## src/rtl/uartrx_pkg.sv

```systemverilog
package uartrx_pkg;

  typedef enum logic [2:0] {
    RX_IDLE,
    RX_START,
    RX_DATA,
    RX_PAR,
    RX_STOP,
    RX_WAITHI
  } rx_state_e;

  // control register layout, MSB first
  typedef struct packed {
    logic lin_mode;
    logic brk_en;
    logic par_odd;
    logic par_en;
  } ctrl_t;

  localparam logic [1:0] ADR_STAT = 2'd0;
  localparam logic [1:0] ADR_BRK  = 2'd1;
  localparam logic [1:0] ADR_DATA = 2'd2;
  localparam logic [1:0] ADR_CTRL = 2'd3;

endpackage

```

## src/rtl/uartrx_tick.sv

```systemverilog
module uartrx_tick #(
  parameter int unsigned DIV = 4
) (
  input  logic clk,
  input  logic rst_n,
  output logic tick
);
  localparam int unsigned CW = (DIV > 1) ? $clog2(DIV) : 1;

  logic [CW-1:0] cnt_q, cnt_d;
  logic          tick_d;

  always_comb begin
    if (cnt_q == CW'(DIV - 1)) begin
      cnt_d  = '0;
      tick_d = 1'b1;
    end else begin
      cnt_d  = cnt_q + CW'(1);
      tick_d = 1'b0;
    end
  end

  always_ff @(posedge clk or negedge rst_n) begin
    if (!rst_n) begin
      cnt_q <= '0;
      tick  <= 1'b0;
    end else begin
      cnt_q <= cnt_d;
      tick  <= tick_d;
    end
  end
endmodule

```

## src/rtl/uartrx_frame.sv

```systemverilog
module uartrx_frame
  import uartrx_pkg::*;
#(
  parameter int unsigned OVS = 16,
  parameter int unsigned DW  = 8
) (
  input  logic          clk,
  input  logic          rst_n,
  input  logic          tick,
  input  logic          rx,
  input  logic          par_en,
  input  logic          par_odd,
  input  logic          lin_mode,
  output logic          done,
  output logic [DW-1:0] data,
  output logic          ne,
  output logic          fe,
  output logic          pe
);
  localparam int unsigned CW  = $clog2(OVS);
  localparam int unsigned BW  = (DW > 1) ? $clog2(DW) : 1;
  localparam int unsigned MID = OVS / 2;

  rx_state_e     st_q, st_d;
  logic [CW-1:0] cnt_q, cnt_d;
  logic [BW-1:0] bit_q, bit_d;
  logic [DW-1:0] sh_q, sh_d, data_d;
  logic          v_lo_q, v_lo_d, v_mid_q, v_mid_d;
  logic          nz_q, nz_d, pb_q, pb_d;
  logic          done_d, ne_d, fe_d, pe_d;
  logic          vote, split, last, judge;

  always_comb begin
    st_d    = st_q;
    cnt_d   = cnt_q;
    bit_d   = bit_q;
    sh_d    = sh_q;
    v_lo_d  = v_lo_q;
    v_mid_d = v_mid_q;
    nz_d    = nz_q;
    pb_d    = pb_q;
    done_d  = 1'b0;
    data_d  = data;
    ne_d    = ne;
    fe_d    = fe;
    pe_d    = pe;
    vote    = (v_lo_q & v_mid_q) | (v_lo_q & rx) | (v_mid_q & rx);
    split   = ~((v_lo_q == v_mid_q) && (v_mid_q == rx));
    last    = (cnt_q == CW'(OVS - 1));
    judge   = (cnt_q == CW'(MID + 1));
    if (tick) begin
      cnt_d = last ? '0 : cnt_q + CW'(1);
      if (cnt_q == CW'(MID - 1)) v_lo_d = rx;
      if (cnt_q == CW'(MID))     v_mid_d = rx;
      if (judge && st_q != RX_IDLE && st_q != RX_WAITHI) nz_d = nz_q | split;
      case (st_q)
        RX_IDLE: begin
          cnt_d = '0;
          if (!rx) begin
            st_d  = RX_START;
            cnt_d = CW'(1);
            nz_d  = 1'b0;
          end
        end
        RX_START: begin
          if (judge && vote) st_d = RX_IDLE;
          else if (last) begin
            st_d  = RX_DATA;
            bit_d = '0;
          end
        end
        RX_DATA: begin
          if (judge) sh_d = {vote, sh_q[DW-1:1]};
          if (last) begin
            if (bit_q == BW'(DW - 1)) st_d = par_en ? RX_PAR : RX_STOP;
            else bit_d = bit_q + BW'(1);
          end
        end
        RX_PAR: begin
          if (judge) pb_d = vote;
          if (last) st_d = RX_STOP;
        end
        RX_STOP: begin
          if (judge) begin
            st_d = vote ? RX_IDLE : RX_WAITHI;
            if (vote || !lin_mode) begin
              done_d = 1'b1;
              data_d = sh_q;
              ne_d   = nz_q | split;
              fe_d   = ~vote;
              pe_d   = par_en & (pb_q ^ (^sh_q) ^ par_odd);
            end
          end
        end
        RX_WAITHI: begin
          if (rx) st_d = RX_IDLE;
        end
        default: st_d = RX_IDLE;
      endcase
    end
  end

  always_ff @(posedge clk or negedge rst_n) begin
    if (!rst_n) begin
      st_q    <= RX_IDLE;
      cnt_q   <= '0;
      bit_q   <= '0;
      sh_q    <= '0;
      v_lo_q  <= 1'b1;
      v_mid_q <= 1'b1;
      nz_q    <= 1'b0;
      pb_q    <= 1'b0;
      done    <= 1'b0;
      data    <= '0;
      ne      <= 1'b0;
      fe      <= 1'b0;
      pe      <= 1'b0;
    end else begin
      st_q    <= st_d;
      cnt_q   <= cnt_d;
      bit_q   <= bit_d;
      sh_q    <= sh_d;
      v_lo_q  <= v_lo_d;
      v_mid_q <= v_mid_d;
      nz_q    <= nz_d;
      pb_q    <= pb_d;
      done    <= done_d;
      data    <= data_d;
      ne      <= ne_d;
      fe      <= fe_d;
      pe      <= pe_d;
    end
  end
endmodule

```

## src/rtl/uartrx_brk.sv

```systemverilog
module uartrx_brk #(
  parameter int unsigned OVS      = 16,
  parameter int unsigned BRK_BITS = 10,
  parameter int unsigned LIN_BITS = 11
) (
  input  logic clk,
  input  logic rst_n,
  input  logic tick,
  input  logic rx,
  input  logic lin_mode,
  output logic hit
);
  localparam int unsigned NORM_T = OVS * BRK_BITS;
  localparam int unsigned LIN_T  = OVS * LIN_BITS;
  localparam int unsigned MAX_T  = (LIN_T > NORM_T) ? LIN_T : NORM_T;
  localparam int unsigned CW     = $clog2(MAX_T + 1);

  logic [CW-1:0] run_q, run_d, run_inc, thr;
  logic          fired_q, fired_d, hit_d;

  always_comb begin
    run_d   = run_q;
    fired_d = fired_q;
    hit_d   = 1'b0;
    run_inc = run_q + CW'(1);
    thr     = lin_mode ? CW'(LIN_T) : CW'(NORM_T);
    if (tick) begin
      if (rx) begin
        run_d   = '0;
        fired_d = 1'b0;
      end else if (!fired_q) begin
        run_d = run_inc;
        if (run_inc >= thr) begin
          hit_d   = 1'b1;
          fired_d = 1'b1;
        end
      end
    end
  end

  always_ff @(posedge clk or negedge rst_n) begin
    if (!rst_n) begin
      run_q   <= '0;
      fired_q <= 1'b0;
      hit     <= 1'b0;
    end else begin
      run_q   <= run_d;
      fired_q <= fired_d;
      hit     <= hit_d;
    end
  end
endmodule

```

## src/rtl/uartrx_lin.sv

```systemverilog
module uartrx_lin
  import uartrx_pkg::*;
#(
  parameter int unsigned DIV      = 4,
  parameter int unsigned OVS      = 16,
  parameter int unsigned DW       = 8,
  parameter int unsigned BRK_BITS = 10,
  parameter int unsigned LIN_BITS = 11
) (
  input  logic       clk,
  input  logic       rst_n,
  input  logic       rx_i,
  input  logic [1:0] bus_addr,
  input  logic       bus_rd,
  input  logic       bus_wr,
  input  logic [7:0] bus_wdata,
  output logic [7:0] bus_rdata
);
  logic          rst_meta, rst_ni;
  logic          rx_meta, rx_s;
  logic          tick;
  logic          fr_done, fr_ne, fr_fe, fr_pe;
  logic [DW-1:0] fr_data;
  logic          brk_hit;

  ctrl_t         ctrl_q, ctrl_d;
  logic          rdy_q, rdy_d, brk_q, brk_d;
  logic [2:0]    err_q, err_d, arm_q, arm_d;   // {noise, framing, parity}
  logic [DW-1:0] dat_q, dat_d;
  logic          rd_stat, rd_data, wr_brk, wr_ctrl;
  logic          unused_wbits;

  assign unused_wbits = ^bus_wdata[7:4];

  // reset: asserted asynchronously, released on the clock
  always_ff @(posedge clk or negedge rst_n) begin
    if (!rst_n) begin
      rst_meta <= 1'b0;
      rst_ni   <= 1'b0;
    end else begin
      rst_meta <= 1'b1;
      rst_ni   <= rst_meta;
    end
  end

  always_ff @(posedge clk or negedge rst_ni) begin
    if (!rst_ni) begin
      rx_meta <= 1'b1;
      rx_s    <= 1'b1;
    end else begin
      rx_meta <= rx_i;
      rx_s    <= rx_meta;
    end
  end

  uartrx_tick #(.DIV(DIV)) u_tick (
    .clk(clk), .rst_n(rst_ni), .tick(tick)
  );

  uartrx_frame #(.OVS(OVS), .DW(DW)) u_frame (
    .clk(clk), .rst_n(rst_ni), .tick(tick), .rx(rx_s),
    .par_en(ctrl_q.par_en), .par_odd(ctrl_q.par_odd), .lin_mode(ctrl_q.lin_mode),
    .done(fr_done), .data(fr_data), .ne(fr_ne), .fe(fr_fe), .pe(fr_pe)
  );

  uartrx_brk #(.OVS(OVS), .BRK_BITS(BRK_BITS), .LIN_BITS(LIN_BITS)) u_brk (
    .clk(clk), .rst_n(rst_ni), .tick(tick), .rx(rx_s),
    .lin_mode(ctrl_q.lin_mode), .hit(brk_hit)
  );

  always_comb begin
    rd_stat = bus_rd && (bus_addr == ADR_STAT);
    rd_data = bus_rd && (bus_addr == ADR_DATA);
    wr_brk  = bus_wr && (bus_addr == ADR_BRK);
    wr_ctrl = bus_wr && (bus_addr == ADR_CTRL);

    ctrl_d = wr_ctrl ? ctrl_t'(bus_wdata[3:0]) : ctrl_q;
    rdy_d  = rdy_q;
    err_d  = err_q;
    arm_d  = arm_q;
    dat_d  = dat_q;
    brk_d  = brk_q;

    if (rd_stat) arm_d = err_q;
    if (rd_data) begin
      err_d = err_q & ~arm_q;
      arm_d = '0;
      rdy_d = 1'b0;
    end
    if (fr_done) begin
      rdy_d = 1'b1;
      dat_d = fr_data;
      err_d = err_d | {fr_ne, fr_fe, fr_pe};
    end
    if (wr_brk && bus_wdata[0]) brk_d = 1'b0;
    if (brk_hit && ctrl_q.brk_en) brk_d = 1'b1;
  end

  always_ff @(posedge clk or negedge rst_ni) begin
    if (!rst_ni) begin
      ctrl_q <= '0;
      rdy_q  <= 1'b0;
      err_q  <= '0;
      arm_q  <= '0;
      dat_q  <= '0;
      brk_q  <= 1'b0;
    end else begin
      ctrl_q <= ctrl_d;
      rdy_q  <= rdy_d;
      err_q  <= err_d;
      arm_q  <= arm_d;
      dat_q  <= dat_d;
      brk_q  <= brk_d;
    end
  end

  always_comb begin
    case (bus_addr)
      ADR_STAT: bus_rdata = {4'b0, rdy_q, err_q};
      ADR_BRK:  bus_rdata = {7'b0, brk_q};
      ADR_DATA: bus_rdata = 8'(dat_q);
      default:  bus_rdata = {4'b0, ctrl_q};
    endcase
  end
endmodule

```

## config.mk

```make
export PLATFORM = sky130hd
export DESIGN_NAME = uartrx_lin
export DESIGN_NICKNAME = d
export VERILOG_FILES = /design/src/rtl/uartrx_pkg.sv /design/src/rtl/uartrx_tick.sv /design/src/rtl/uartrx_frame.sv /design/src/rtl/uartrx_brk.sv /design/src/rtl/uartrx_lin.sv
export SDC_FILE = /design/constraint.sdc
export NUM_CORES = 1
export LEC_CHECK = 0
export ABC_CLOCK_PERIOD_IN_PS = 5690
export BUFFER_PORTS_ARGS = -buffer_cell sky130_fd_sc_hd__buf_2
export CAP_MARGIN = 20
export CELL_PAD_IN_SITES_DETAIL_PLACEMENT = 1
export CELL_PAD_IN_SITES_GLOBAL_PLACEMENT = 2
export CORE_MARGIN = 2
export CORE_UTILIZATION = 44
export DETAILED_ROUTE_END_ITERATION = 8
export PLACE_DENSITY = 0.83
export SETUP_SLACK_MARGIN = 0.5
export SYNTH_ARGS = -nofsm -noshare
export SYNTH_HDL_FRONTEND = slang
export SYNTH_SLANG_ARGS = --single-unit
```

## constraint.sdc

```tcl
create_clock -name clk -period 5.69 [get_ports clk]
set_clock_uncertainty 0.2 [all_clocks]
set_input_delay 0.2845 -clock clk [delete_from_list [all_inputs] [get_ports clk]]
set_output_delay 0.2845 -clock clk [all_outputs]
set_load 0.005 [all_outputs]
```

==> results of run 1 <==
## cell usage after synthesis (3+ instances only)
library cell  number
xnor2_1            6
clkbuf_1           6
mux2_4             8
ha_1              10
inv_1              8
nand4b_1           3
nand2_1           20
o31ai_1            3
nand3_1            9
nand2b_1           6
xor2_1             3
o21ai_0           20
and2_1             4
a22o_1            10
nor3_1             5
dfrtp_1           67
nor2b_1            4
nor2_1             9
nand4_1            3
a21o_1             3
dfstp_2            4
a21oi_1            6
buf_2              5
mux2_2            29
## layout by cell type (no fill, tap or decap), drive strengths merged, types with 3 or more instances in the layout
cell type and instances:
dfrtp 67, mux2 37, nand2 21, o21ai 21, buf 19, a22o 10, ha 10, clkbuf 10
nand3 10, nor2 9, inv 9, a21oi 6, nand2b 6, xnor2 6, dlygate4sd3 6, nor3 5
nor2b 4, and2 4, dfstp 4, xor2 3, a21o 3, nand4b 3, nand4 3, o31ai 3
and3 3, nor3b 3, clkinv 3
## power by group
| group | internal, mW | switching, mW | total (mW) |
|---|---|---|---|
| Sequential | 0.546 | 0.0800 | 0.626 |
| Combinational | 0.130 | 0.132 | 0.261 |
| Clock | 0.217 | 0.200 | 0.417 |
| Total | 0.892 | 0.412 | 1.30 |
## cells by family after synthesis
family	after synthesis
multiplexers	39
adder cells (fa/ha/maj)	10
AND/OR/NAND/NOR	80
AO/OA/AOI/OAI	62
other	1
XOR/XNOR	10
buffers and inverters	22
flip-flops	71
## flip-flops by register name, summed over array words and instances, names as in the netlist, 2 cells and up
name / cells
dat_q: 8
u_frame.st_q: 3
u_frame.cnt_q: 4
u_frame.data: 8
ctrl_q: 4
u_brk.run_q: 8
u_frame.sh_q: 8
u_frame.bit_q: 3
err_q: 3
u_tick.cnt_q: 2
arm_q: 3
## cell type report
cell class | count | area, um2
Inverter | 8 | 30.03
Tap cell | 102 | 127.6
Clock inverter | 6 | 68.82
Timing Repair Buffer | 25 | 157.7
Multi-Input combinational cell | 202 | 1608
Sequential cell | 71 | 1783
Clock buffer | 10 | 137.6
Fill cell | 839 | 3815
## how the worst max path moves through the flow
stage / endpoint / slack, ns / cells past startpoint
CTS: u_frame.data[4] / 3.30 / 5
global route: u_frame.data[4] / 3.18 / 5
detailed placement: u_frame.data[4] / 3.30 / 5
finish: u_frame.data[4] / 3.32 / 5
global placement: u_frame.data[4] / 3.34 / 5
floorplan: arm_q[0] / 3.37 / 0
## metal layers
layer,global-route usage,share of wire,wire (um)
met1,0.2424,0.48,3376
met2,0.2880,0.48,3348
met3,0.04432,0.027,186
met4,0.06740,0.0090,63
met5,0,0,0
## stage by stage
stage | utilization | total power [mW] | hold slack, ns
6_report | 0.5063 | 1.304 | 0.04339
5_1_grt | 0.5063 | 1.394 | 0.04662
4_1_cts | 0.5063 | 1.324 | 0.01387
3_5_place_dp | 0.4718 | 0.8963 | -0.1296
3_3_place_gp | 0.4718 | 0.8824 | -0.1299
2_1_floorplan | - | 0.8322 | -0.2111
## critical path, stage by stage, from the launching register on
cell and delay (ns):
dfrtp_1 0.42, inv_1 0.11, ha_1 0.23, and4b_1 0.34
o211a_1 0.56, mux2_2 0.40
## repair_timing
action,4_1_cts,5_1_grt
endpoints found under the hold margin,7,0
buffers inserted,0,0
hold buffers,6,0
==> results.yml, run 1 <==
status:
  outcome: "completed"
finish:
  finalNetCount: 342
  drive_above_1_share: 0.2702
  antennaDiodeCount: 0
  layoutNonFillerInstCount: 424
  syn_to_final_growth_pct: 12.00
  finalInstanceArea_um2: 3913
global_route:
  antenna_found_initial: 0
  grt_pass1_vias: 2437
  grt_max_degree: 70
  grt_pass1_wl_um: 12160
  overflow: 0
  grt_usage: 0.1816
detailed_routing:
  via_count: 2344
  ant_nets: 0
  wl_per_cell_um: 16.45
  drt_wl_total_um: 6975
  drt_pass1_iterations: 4
  drt_iter0_markers: 80
  viasPerCell: 5.528
  drc: 0
placed_design:
  placed_cells: 402
  dp.final_hpwl_um: 4697
  gp_congestion: 0.7518
  io_buffers: 18
  place_area_um2: 3646
  pre_cts_ws_ns: 3.302
floorplan:
  die_h_um: 93.11
  rows: 32
  dieArea_um2: 8669
  io_pins: 23
  die_x_um: 93.11
  start_util: 0.4521
  core_area_um2: 7727
synth:
  synth_top_family_by_area: "multiplexers"
  synth_area_leaders: "dfrtp_1, mux2_2, ha_1, mux2_4, dfstp_2"
  synth.mux.area_fraction: 0.1372
  synthesis.instances: 295
  syn_area_um2: 3493
  ys_async_sr_fraction: 1.000
  synth_nets: 320
  yosysTopAreaCell: "dfrtp_1"
  synth_edf_count: 0
  synth-seq-cells: 71
  synth-xor-area-share: 0.02901
  yosys_most_used_dff: "dfrtp_1"
  synth_compound_area_frac: 0.1268
  avgSynthCellArea_um2: 11.84
  seq_area_frac_synth: 0.5100
  yosys_warnings: 0
  yosys.cell_types.count: 62
  yosys.area_share.simple: 0.1304
  synth_adder_area_share: 0.03582
  synth.top_cell.area_share: 0.4799
clock_tree:
  cts_tree: "yes"
  path_clk_slew_ns: 0.08
  cts_buffer_depth: 2
  numCtsBuffers: 9
  cts.htree.levels: 3
  clock_sinks: 71
  cts_resized: 0
  ctsRootBufferMaster: "clkbuf_8"
  clk_latency_ns: 0.35
setup_path:
  r2r-end: "u_frame.data[4]"
  arrival_ns: 2.40
  crit-reg2reg-launch: "u_frame.cnt_q[1]"
  crit_required_ns: 5.73
  path_class: "reg -> reg"
  reg2reg_depth: 5
  end_kind: "register"
  rrSetupSlack_ns: 3.32
  worstSetupStartpointType: "register"
  crit_fanout: 11
  cp-startpoint: "u_frame.cnt_q[1]"
timing:
  max-slew-margin-rel: 0.3644
  setup_viol: 0
  tightest_slew_ns: 0.9461
  rsz0062_at_grt: "no"
  period_share: 0.4160
  fin_tns_setup_ns: 0
  min_period_ns: 2.367
  fmax_mhz: 422.5
  setup_slack_ns: 3.323
  hold_viol: 0
  drv_slew: 0
power_and_ir_drop:
  ir_worst_vdd_v: 0.0001661
  cellPowerDensity_nw_per_um2: 333.3
  p_leak_nw: 1.851
min_path:
  hold_path.class: "in -> async"
job:
  cap_viol_max_count: 0
(Power assumes the default switching activity.)
==> inputs of run 2 (changes only) <==
--- a/config.mk
+++ b/config.mk
@@ -5,15 +5,15 @@
 export SDC_FILE = /design/constraint.sdc
 export NUM_CORES = 1
 export LEC_CHECK = 0
-export ABC_CLOCK_PERIOD_IN_PS = 5690
+export ABC_CLOCK_PERIOD_IN_PS = 2350
 export BUFFER_PORTS_ARGS = -buffer_cell sky130_fd_sc_hd__buf_2
 export CAP_MARGIN = 20
 export CELL_PAD_IN_SITES_DETAIL_PLACEMENT = 1
 export CELL_PAD_IN_SITES_GLOBAL_PLACEMENT = 2
 export CORE_MARGIN = 2
-export CORE_UTILIZATION = 44
+export CORE_UTILIZATION = 41
 export DETAILED_ROUTE_END_ITERATION = 8
-export PLACE_DENSITY = 0.83
+export PLACE_DENSITY = 0.78
 export SETUP_SLACK_MARGIN = 0.5
 export SYNTH_ARGS = -nofsm -noshare
 export SYNTH_HDL_FRONTEND = slang
==> constraint.sdc (replaced) <==
create_clock -name clk -period 2.35 [get_ports clk]
set_clock_uncertainty 0.2 [all_clocks]
set_input_delay 0.1175 -clock clk [delete_from_list [all_inputs] [get_ports clk]]
set_output_delay 0.1175 -clock clk [all_outputs]
set_load 0.005 [all_outputs]
==> run 2 against run 1 <==
Global-route usage grew 1.9 points. Non-clock buffer count grew 41. Wire length grew 19%. Sequential cell count is the same. First-iteration DRC count shrank 7.5%. Design area grew 16%. Via count grew 7.4%. Utilization grew 4.2 points. Critical path type unchanged. Critical path depth grew 2. Sequential share of layout area shrank 5.9 points. Combinational power grew to 4.0 times the previous value.
==> results.yml, run 2 (synthesis results as in run 1) <==
finish:
  layoutNonFillerInstCount: 468
  final_common_cell: "dfrtp_1"
  fillers: 851
  final-seq-area_um2: 1794
  antennaDiodeCount: 0
  syn_to_final_growth_pct: 29.62
  drive_above_1_share: 0.4242
  finalNetCount: 383
  multi_input_area_um2: 1799
  mostFrequentLayoutCells: "dfrtp_1, buf_4, mux2_2"
global_route:
  antenna_found_initial: 0
  grt_max_degree: 25
  grt_pass1_wl_um: 13810
  grt_usage: 0.2009
  grt_pass1_vias: 2684
  overflow: 0
timing:
  setup_viol: 0
  drv_slew: 0
  min_period_ns: 2.083
  rsz0062_at_grt: "yes"
  hold_viol: 0
  setup_slack_ns: 0.2667
  max-slew-margin-rel: 0.5933
  hold_slack_ns: 0.05703
  fin_tns_setup_ns: 0
  tightest_slew_ns: 0.6087
  period_share: 0.8865
  fmax_mhz: 480.0
power_and_ir_drop:
  switchingPower_mw: 1.161
  p_leak_nw: 2.083
  cellPowerDensity_nw_per_um2: 819.9
  p_int_mw: 2.552
  combPwrFrac: 0.282
  ir_worst_vdd_v: 0.0005793
  p_clk_frac: 0.304
  switching_share: 0.3126
  finalPower_mw: 3.713
  seq_power_share: 0.414
clock_tree:
  cts.htree.levels: 3
  path_clk_slew_ns: 0.08
  ctsRootBufferMaster: "clkbuf_8"
  clock_sinks: 71
  cts_tree: "yes"
  cts_buffer_depth: 2
  clk_latency_ns: 0.36
  numCtsBuffers: 9
floorplan:
  io_pins: 23
  die_h_um: 96.31
  die_x_um: 96.31
  start_util: 0.4230
  dieArea_um2: 9275
  core_area_um2: 8258
  rows: 33
placed_design:
  placed_cells: 411
  gp_congestion: 0.7746
  io_buffers: 18
  pre_cts_ws_ns: 0.2765
  dp.final_hpwl_um: 5084
setup_path:
  crit_fanout: 2
  worstSetupStartpointType: "register"
  path_class: "reg -> reg"
  crit_required_ns: 2.36
  end_kind: "register"
  arrival_ns: 2.10
  reg2reg_depth: 7
detailed_routing:
  wl_per_cell_um: 17.68
  drt_iter0_markers: 74
  drc: 0
  viasPerCell: 5.378
  ant_nets: 0
  via_count: 2517
  drt_wl_total_um: 8272
  drt_pass1_iterations: 4
min_path:
  hold_path.class: "in -> reg"
  holdPathStages: 3
status:
  outcome: "completed"
job:
  cap_viol_max_count: 0
## run 2: worst paths after layout
check,from,to,slack (ns)
max in group asynchronous,rst_ni,u_brk.run_q[3],1.31
hold / removal,bus_addr[1],brk_q,0.06
hold reg to reg,rst_ni,u_frame.pb_q,0.09
setup reg to reg,u_brk.run_q[1],u_brk.fired_q,0.27
min in group asynchronous,rst_ni,u_frame.pb_q,0.09
setup / recovery,u_brk.run_q[1],u_brk.fired_q,0.27
## run 2: repair_timing
item                       CTS  global route
buffers inserted            24             4
resized for setup           25            12
hold endpoints to repair    14             0
setup endpoints to repair   27            22
hold buffers                12             0
pin swaps                    9             8
cloned                       1             0
## run 2: power groups by stage
stage / Clock, mW / Combinational (mW) / Sequential (mW)
6_report: 1.13 / 1.05 / 1.54
4_1_cts: 1.16 / 0.989 / 1.52
3_3_place_gp: 0 / 0.720 / 1.53
2_1_floorplan: 0 / 0.648 / 1.44
5_1_grt: 1.22 / 1.15 / 1.56
3_5_place_dp: 0 / 0.748 / 1.54
## run 2: metrics by stage
| step | cell area, um2 | util |
|---|---|---|
| global placement | 3787 | 0.4586 |
| CTS | 4457 | 0.5397 |
| floorplan | 3551 | - |
| global route | 4528 | 0.5483 |
| detailed placement | 3787 | 0.4586 |
| finish | 4528 | 0.5483 |
## run 2: area by class of cell
cell class / instances / share of cell area
Clock buffer: 10 / 0.03040
Clock inverter: 6 / 0.01990
Inverter: 8 / 0.006632
Multi-Input combinational cell: 202 / 0.3973
Sequential cell: 71 / 0.3962
Tap cell: 105 / 0.02901
Timing Repair Buffer: 66 / 0.1205
## run 2: critical path: stages (launching register included)
cell and delay (ns):
dfrtp_2 0.40, ha_4 0.16, nand3_4 0.06, xor2_2 0.16
ha_1 0.30, o2111ai_2 0.09, a22o_1 0.23, a222oi_1 0.33
## run 2: layer usage
metal	part of all wire	up-vias	global-route usage
li1	-	1193	-
met1	0.44	1277	0.2544
met2	0.52	34	0.3368
met3	0.025	13	0.04777
met4	0.017	0	0.06925
met5	0	-	0
